===== src/rtl/pow2_clkdiv_pkg.sv =====
package pow2_clkdiv_pkg;

  localparam int FACTOR_W = 3;
  localparam int MAX_LOG  = (1 << FACTOR_W) - 2;   // log2 of the largest ratio
  localparam int CNT_W    = MAX_LOG - 1;           // half-period counter width

  localparam int FACTOR_OFS = 'h43;
  localparam int ENABLE_OFS = 'h46;
  localparam int EN_BIT     = 7;
  localparam int STAT_BIT   = 0;

  typedef struct packed {
    logic                start;   // begin running on this edge
    logic                stop;    // stop running on this edge
    logic                run;     // output currently active
    logic [FACTOR_W-1:0] factor;  // factor in force (active or pending)
  } div_cmd_t;

  // factor 0 and 1 both mean divide by one
  function automatic int ratioLog(input logic [FACTOR_W-1:0] f);
    return (f == '0) ? 0 : int'(f) - 1;
  endfunction

endpackage


===== src/rtl/pow2_clkdiv_ctrl.sv =====
module pow2_clkdiv_ctrl
  import pow2_clkdiv_pkg::*;
#(
  parameter int ADDR_W    = 16,
  parameter int DATA_W    = 8,
  parameter int BASE_ADDR = 0,
  parameter int INST_IDX  = 0,
  parameter int STRIDE    = 'h100
) (
  input  logic                clk,
  input  logic                rstN,
  input  logic [ADDR_W-1:0]   regAddr,
  input  logic                regWrEn,
  input  logic [DATA_W-1:0]   regWrData,
  output logic [DATA_W-1:0]   regRdData,
  input  logic                phaseHigh,
  input  logic                wrapNow,
  output div_cmd_t            cmd,
  output logic                enQ,
  output logic                runQ,
  output logic [FACTOR_W-1:0] activeFactor
);

  localparam int INST_BASE = BASE_ADDR + INST_IDX * STRIDE;
  localparam logic [ADDR_W-1:0] FACTOR_ADDR = ADDR_W'(INST_BASE + FACTOR_OFS);
  localparam logic [ADDR_W-1:0] ENABLE_ADDR = ADDR_W'(INST_BASE + ENABLE_OFS);

  logic                hitFactor;
  logic                hitEnable;
  logic [FACTOR_W-1:0] factorQ;
  logic                ratioOne;
  logic                startReq;
  logic                stopReq;

  assign hitFactor = (regAddr == FACTOR_ADDR);
  assign hitEnable = (regAddr == ENABLE_ADDR);

  // programmed registers
  always_ff @(posedge clk or negedge rstN) begin
    if (!rstN) begin
      factorQ <= '0;
      enQ     <= 1'b0;
    end else if (regWrEn) begin
      if (hitFactor) factorQ <= regWrData[FACTOR_W-1:0];
      if (hitEnable) enQ     <= regWrData[EN_BIT];
    end
  end

  // read mux, unused bits tied to zero
  always_comb begin
    regRdData = '0;
    if (hitFactor) begin
      regRdData[FACTOR_W-1:0] = factorQ;
    end else if (hitEnable) begin
      regRdData[EN_BIT]   = enQ;
      regRdData[STAT_BIT] = runQ;
    end
  end

  // start/stop decisions, stop only on a low-phase boundary
  assign ratioOne = (ratioLog(activeFactor) == 0);
  assign startReq = enQ & ~runQ;
  assign stopReq  = ~enQ & runQ & (ratioOne | ~phaseHigh | wrapNow);

  always_ff @(posedge clk or negedge rstN) begin
    if (!rstN) begin
      runQ         <= 1'b0;
      activeFactor <= '0;
    end else if (startReq) begin
      runQ         <= 1'b1;
      activeFactor <= factorQ;
    end else if (stopReq) begin
      runQ <= 1'b0;
    end
  end

  always_comb begin
    cmd.start  = startReq;
    cmd.stop   = stopReq;
    cmd.run    = runQ;
    cmd.factor = runQ ? activeFactor : factorQ;
  end

endmodule


===== src/rtl/pow2_clkdiv_datapath.sv =====
module pow2_clkdiv_datapath
  import pow2_clkdiv_pkg::*;
(
  input  logic     clk,
  input  logic     rstN,
  input  div_cmd_t cmd,
  output logic     phaseQ,
  output logic     wrapNow,
  output logic     divClk
);

  logic [CNT_W-1:0] cntQ;
  logic [CNT_W-1:0] halfM1;
  logic             isOne;
  logic             passQ;
  int               lg;

  always_comb begin
    lg     = ratioLog(cmd.factor);
    isOne  = (lg == 0);
    halfM1 = isOne ? '0 : CNT_W'((1 << (lg - 1)) - 1);
  end

  assign wrapNow = (cntQ == halfM1);

  // half-period counter and phase for ratios of two and up
  always_ff @(posedge clk or negedge rstN) begin
    if (!rstN) begin
      cntQ   <= '0;
      phaseQ <= 1'b0;
    end else if (cmd.stop) begin
      cntQ   <= '0;
      phaseQ <= 1'b0;
    end else if (cmd.start) begin
      cntQ   <= '0;
      phaseQ <= ~isOne;
    end else if (cmd.run && !isOne) begin
      if (wrapNow) begin
        cntQ   <= '0;
        phaseQ <= ~phaseQ;
      end else begin
        cntQ <= cntQ + 1'b1;
      end
    end
  end

  // divide-by-one gate, captured while the reference is low
  always_ff @(negedge clk or negedge rstN) begin
    if (!rstN) passQ <= 1'b0;
    else       passQ <= cmd.run & isOne & ~cmd.stop;
  end

  assign divClk = isOne ? (clk & passQ) : phaseQ;

endmodule


===== src/rtl/pow2_clkdiv.sv =====
module pow2_clkdiv
  import pow2_clkdiv_pkg::*;
#(
  parameter int ADDR_W    = 16,
  parameter int DATA_W    = 8,
  parameter int BASE_ADDR = 0,
  parameter int INST_IDX  = 0,
  parameter int STRIDE    = 'h100
) (
  input  logic              clk,
  input  logic              rstN,
  input  logic [ADDR_W-1:0] regAddr,
  input  logic              regWrEn,
  input  logic [DATA_W-1:0] regWrData,
  output logic [DATA_W-1:0] regRdData,
  output logic              divClk
);

  div_cmd_t            cmd;
  logic                phaseQ;
  logic                wrapNow;
  logic                enQ;
  logic                runQ;
  logic [FACTOR_W-1:0] activeFactor;

  pow2_clkdiv_ctrl #(
    .ADDR_W(ADDR_W), .DATA_W(DATA_W), .BASE_ADDR(BASE_ADDR),
    .INST_IDX(INST_IDX), .STRIDE(STRIDE)
  ) u_ctrl (
    .clk(clk), .rstN(rstN),
    .regAddr(regAddr), .regWrEn(regWrEn), .regWrData(regWrData),
    .regRdData(regRdData),
    .phaseHigh(phaseQ), .wrapNow(wrapNow),
    .cmd(cmd), .enQ(enQ), .runQ(runQ), .activeFactor(activeFactor)
  );

  pow2_clkdiv_datapath u_dp (
    .clk(clk), .rstN(rstN), .cmd(cmd),
    .phaseQ(phaseQ), .wrapNow(wrapNow), .divClk(divClk)
  );

endmodule


===== config.mk =====
export PLATFORM = sky130hd
export DESIGN_NAME = pow2_clkdiv
export DESIGN_NICKNAME = d
export VERILOG_FILES = /design/src/rtl/pow2_clkdiv_pkg.sv /design/src/rtl/pow2_clkdiv_ctrl.sv /design/src/rtl/pow2_clkdiv_datapath.sv /design/src/rtl/pow2_clkdiv.sv
export SDC_FILE = /design/constraint.sdc
export NUM_CORES = 1
export LEC_CHECK = 0
export CAP_MARGIN = 20
export CORE_ASPECT_RATIO = 0.75
export CORE_MARGIN = 3
export CORE_UTILIZATION = 54
export CTS_CLUSTER_SIZE = 14
export DETAILED_ROUTE_END_ITERATION = 16
export PLACE_DENSITY = 0.93
export SLEW_MARGIN = 20
export SYNTH_ARGS = -nofsm -noshare
export SYNTH_HDL_FRONTEND = slang
export SYNTH_SLANG_ARGS = --single-unit

===== constraint.sdc =====
create_clock -name clk -period 6.8 [get_ports clk]
set_input_delay 1.02 -clock clk [delete_from_list [all_inputs] [get_ports clk]]
set_output_delay 1.02 -clock clk [all_outputs]
set_load 0.1 [all_outputs]

==> results of run 1 <==
==> layer usage <==
metal  overflow  global-route usage (%)
met3          0                   44.92
met2          8                   82.24
met5          0                   1.786
met4         15                   74.75
met1          0                   71.68
==> cell usage after synthesis (3+ instances only) <==
cell | count | area, um2
nor4_1 | 4 | 25.02
nand2b_1 | 3 | 18.77
a21oi_1 | 7 | 35.03
nand2_1 | 13 | 48.80
nand4_1 | 4 | 25.02
and2_1 | 3 | 18.77
ha_1 | 8 | 100.1
and3_1 | 3 | 18.77
o211ai_1 | 4 | 30.03
nor2b_1 | 5 | 31.28
nor2_1 | 13 | 48.80
xor2_1 | 4 | 35.03
inv_1 | 5 | 18.77
mux2_2 | 7 | 78.83
or3_1 | 3 | 18.77
nor3_1 | 4 | 20.02
buf_4 | 4 | 30.03
dfrtp_1 | 14 | 350.3
clkbuf_1 | 4 | 15.01
nand3_1 | 4 | 20.02
o21ai_0 | 6 | 30.03
xnor2_1 | 3 | 26.28
nor3b_1 | 5 | 37.54
==> kinds of logic after synthesis <==
group,after synthesis
AOI/OAI and AO/OA,42
buffers and inverters,16
adders and majority gates,8
and+or+nand+nor,71
xor gates and xnor gates,8
muxes,8
DFF,15
other,2
==> repair_timing <==
action | in CTS
setup endpoints to repair | 1
gates resized for setup | 21
endpoints found under the hold margin | 0
buffers inserted | 17
pin swaps | 19
==> through the flow <==
stage | hold WS (ns) | setup WS [ns] | TNS (ns)
4_1_cts | 0.5869 | -0.07124 | -0.07124
3_3_place_gp | 0.5436 | -0.07082 | -0.07082
3_5_place_dp | 0.5613 | -0.3002 | -0.3002
2_1_floorplan | 0.5415 | -0.09867 | -0.09867
==> flow_summary.yaml, run 1 <==
synthesis:
  synth_area_mm2: 0.001501
  synth_flop_cell: "dfrtp_1"
  yosysSeqAreaShare_pct: 25.00
  async_flop_share_pct: 100.0
  synth_top_family_by_area: "simple AND/OR/NAND/NOR gates"
  yosysWarnings: 0
  syn_inst: 170
  synth_seq_cells: 15
  syn_avg_cell_area_um2: 8.832
  synthSimpleGateAreaFrac_pct: 26.58
  synth-adder-area-share_pct: 6.667
  synth_edf_count: 0
  synth_compound_area_share_pct: 24.25
  synthMuxAreaShare_pct: 5.917
  yosysUniqueCellTypes: 56
  synthXorXnorAreaFrac_pct: 5.917
global_route:
  overflow: 23
  grt_max_degree: 16
  track_usage_pct: 67.53
floorplanning:
  start_util_pct: 61.07
  num_rows: 15
  die_w_um: 66.89
  die_h_um: 51.67
  ioPinCount: 36
outcome:
  toolErrorMsg: "[ERROR GRT-0232] Routing congestion too high. Check the congestion heatmap in the GUI."
  stop_stage: "global routing (5_1_grt)"
  status: "aborted with a tool error"
timing:
  worstEpCategory: "register data pin"
  worst_endpoint: "u_dp.passQ$_DFF_NN0_/D"
place:
  dp_hpwl_um: 3514
  dpl_cell_area_mm2: 0.001992
  port_buffers: 27
  numPlacedInstances: 254
  place_congestion: 0.8962
cts:
  cts_hold_buf: 0
==> run 2, diff against run 1 <==
--- a/config.mk
+++ b/config.mk
@@ -6,12 +6,10 @@
 export NUM_CORES = 1
 export LEC_CHECK = 0
 export CAP_MARGIN = 20
-export CORE_ASPECT_RATIO = 0.75
 export CORE_MARGIN = 3
-export CORE_UTILIZATION = 54
-export CTS_CLUSTER_SIZE = 14
+export CORE_UTILIZATION = 40
 export DETAILED_ROUTE_END_ITERATION = 16
-export PLACE_DENSITY = 0.93
+export PLACE_DENSITY_LB_ADDON = 0.15
 export SLEW_MARGIN = 20
 export SYNTH_ARGS = -nofsm -noshare
 export SYNTH_HDL_FRONTEND = slang
==> flow_summary.yaml, run 2 <==
outcome:
  status: "complete, but fails checks"
  violations: "setup timing"
critical_path:
  worstSetupEndpointType: "flop"
  r2r_end: "u_dp.passQ$_DFF_NN0_"
  endpoint: "u_dp.passQ$_DFF_NN0_"
  required_ns: 3.63
  start_kind: "flop"
  r2r-start: "u_ctrl.factorQ[0]$_DFFE_PN0P_"
  rrSetupSlack_ns: -0.04
  crit_type: "flop to flop"
  r2r.worst_path.cells: 16
  cp_max_fo: 4
  worstPathArrival_ns: 3.67
  crit_path_start: "u_ctrl.factorQ[0]$_DFFE_PN0P_"
timing:
  max_slew_margin_pct: 34.28
  whs_ns: 0.5929
  setup_ws_ns: -0.03945
  report.final.slew_viol_count: 0
  setup_violations: 1
  hold_viol_final: 0
  worstMarginPinSlew_ns: 0.9827
  finClkSkew_ns: 0.03531
  rsz0062_at_grt: "true"
final_layout:
  post-route-util_pct: 67.24
  layout_common_cells: "36 x buf_4, 27 x clkdlybuf4s50_1, 13 x dfrtp_1"
  area_delta_synth_final_pct: 55.33
  top_regs: "u_dp.cntQ x5, u_ctrl.activeFactor x3, u_ctrl.factorQ x3"
  fillCellCount: 293
  nets: 276
  top_register: "u_dp.cntQ"
  largest_reg_flops: 5
  mostFrequentLayoutCell: "buf_4"
  drive_above_1_share_pct: 35.00
  antenna_cells: 0
synthesis:
  synth_flop_cell: "dfrtp_1"
  syn_inst: 170
  synth_edf_count: 0
  synth_largest_area_cell: "dfrtp_1"
  netlist_top_cells_area: "dfrtp_1 23%, ha_1 6.7%, mux2_2 5.2%"
  synth_area_mm2: 0.001501
  yosysUniqueCellTypes: 56
  netlist.area_leader.share_pct: 23.33
  synth_common_cells: "14 x dfrtp_1, 13 x nand2_1, 13 x nor2_1"
  yosysWarnings: 0
  async_flop_share_pct: 100.0
  yosysSeqAreaShare_pct: 25.00
  synth_most_common_cell: "dfrtp_1"
  syn_avg_cell_area_um2: 8.832
  synth_seq_cells: 15
place:
  dp_hpwl_um: 3189
  port_buffers: 27
  place_congestion: 0.7984
pwr:
  vdd_drop_max_v: 0.0001130
  powerDensity_mw_per_mm2: 104.7
  power_w: 0.0002442
  p_leak_nw: 0.9444
routing:
  route.detailed.drc: 0
  routed_wl_um: 4285
  drt-wirelength-per-cell_um: 14.98
  drt_pre_antenna_iters: 4
  postRouteAntennaNets: 0
  num_vias: 1527
  drtIter0Drc: 52
  vias_per_cell: 5.339
cts:
  clk_latency_ns: 0.39
  cts_tree: "yes"
  cts_hold_buf: 0
  clk_pin_slew_ns: 0.07
global_route:
  overflow: 0
  grt_pass1_wl_um: 7300
  grt_max_degree: 16
  grt_pass1_vias: 1616
  track_usage_pct: 21.44
  antenna_found_initial: 0
floorplanning:
  die_h_um: 67.27
  core_area_mm2: 0.003468
  start_util_pct: 43.29
  ioPinCount: 36
  die_area_mm2: 0.004525
  num_rows: 21
  die_w_um: 67.27
min_path:
  whs_path_depth: 1
  min_path_type: "flop to flop"
job:
  cap_violations: 0
-- run 2: worst min path at each step --
stage                                        from                            endpoint
3_3_place_gp   u_ctrl.activeFactor[0]$_DFFE_PN0P_  u_ctrl.activeFactor[0]$_DFFE_PN0P_
3_5_place_dp   u_ctrl.activeFactor[0]$_DFFE_PN0P_  u_ctrl.activeFactor[0]$_DFFE_PN0P_
6_report       u_ctrl.activeFactor[0]$_DFFE_PN0P_  u_ctrl.activeFactor[0]$_DFFE_PN0P_
2_1_floorplan            u_dp.cntQ[3]$_DFFE_PN0P_            u_dp.cntQ[3]$_DFFE_PN0P_
5_1_grt        u_ctrl.activeFactor[1]$_DFFE_PN0P_  u_ctrl.activeFactor[1]$_DFFE_PN0P_
4_1_cts        u_ctrl.activeFactor[0]$_DFFE_PN0P_  u_ctrl.activeFactor[0]$_DFFE_PN0P_
-- run 2: layout make-up --
| class | count | area [um2] | share of cell area (%) |
|---|---|---|---|
| Multi-Input combinational cell | 145 | 1200 | 51.45 |
| Timing Repair Buffer | 66 | 575.6 | 24.68 |
| Sequential cell | 15 | 376.6 | 16.15 |
| Clock buffer | 7 | 92.59 | 3.970 |
| Tap cell | 46 | 57.56 | 2.468 |
| Inverter | 6 | 22.52 | 0.9657 |
| Clock inverter | 1 | 7.507 | 0.3219 |
-- run 2: through the flow --
step	setup TNS (ns)	cell area, um2	std cells	setup WS [ns]
after floorplan	-0.09867	1538	176	-0.09867
after global placement	-0.08595	2014	267	-0.08595
after detailed placement	-0.1729	2014	267	-0.1729
after CTS	-0.09295	2257	280	-0.09295
after global routing	-0.2056	2332	286	-0.2056
final	-0.03945	2332	286	-0.03945
-- run 2: cell families (layout without fill, tap and decap cells) --
group | count (synthesis) | in the layout | share of synthesized area [%]
compound gates | 42 | 42 | 24.25
xor+xnor | 8 | 8 | 5.917
fa+ha+maj | 8 | 8 | 6.667
buf+inv | 16 | 80 | 5.166
flops | 15 | 15 | 25.00
mux | 8 | 8 | 5.917
other cells | 2 | 8 | 0.5002
simple gates | 71 | 71 | 26.58
-- run 2: critical path, cell delays in order, from the launching register on --
cell and delay [ns]:
dfrtp_1 0.42, nor3b_2 0.20, a211oi_1 0.07, a31o_2 0.27, ha_4 0.18, o211ai_4 0.08
ha_4 0.24, nor4b_4 0.29, nand4_2 0.18, buf_6 0.18, buf_4 0.13, mux2i_1 0.14
a211o_1 0.14, o221ai_1 0.16, or3_4 0.42, nor3_2 0.13, nor3_2 0.06
-- run 2: layer usage --
layer / routed length [um] / share of wire, % / vias up / global-route usage, %
met1: 1848 / 43 / 721 / 24.87
met3: 140 / 3.3 / 9 / 3.993
li1: - / - / 764 / -
met2: 2201 / 51 / 33 / 37.30
met5: 0 / 0 / - / 0
met4: 93 / 2.2 / 0 / 11.14
-- run 2: power by group --
part / internal [W] / switching [W]
Clock: 0.0000786 / 0.0000420
Sequential: 0.0000899 / 0.00000110
Combinational: 0.0000153 / 0.0000172
-- run 2: timing repair --
item | CTS | global route
buffers inserted | 6 | 6
endpoints found under the setup margin | 1 | 1
pin swaps | 16 | 13
gates resized for setup | 19 | 5
Note: power is estimated with default switching activity, not from simulation.
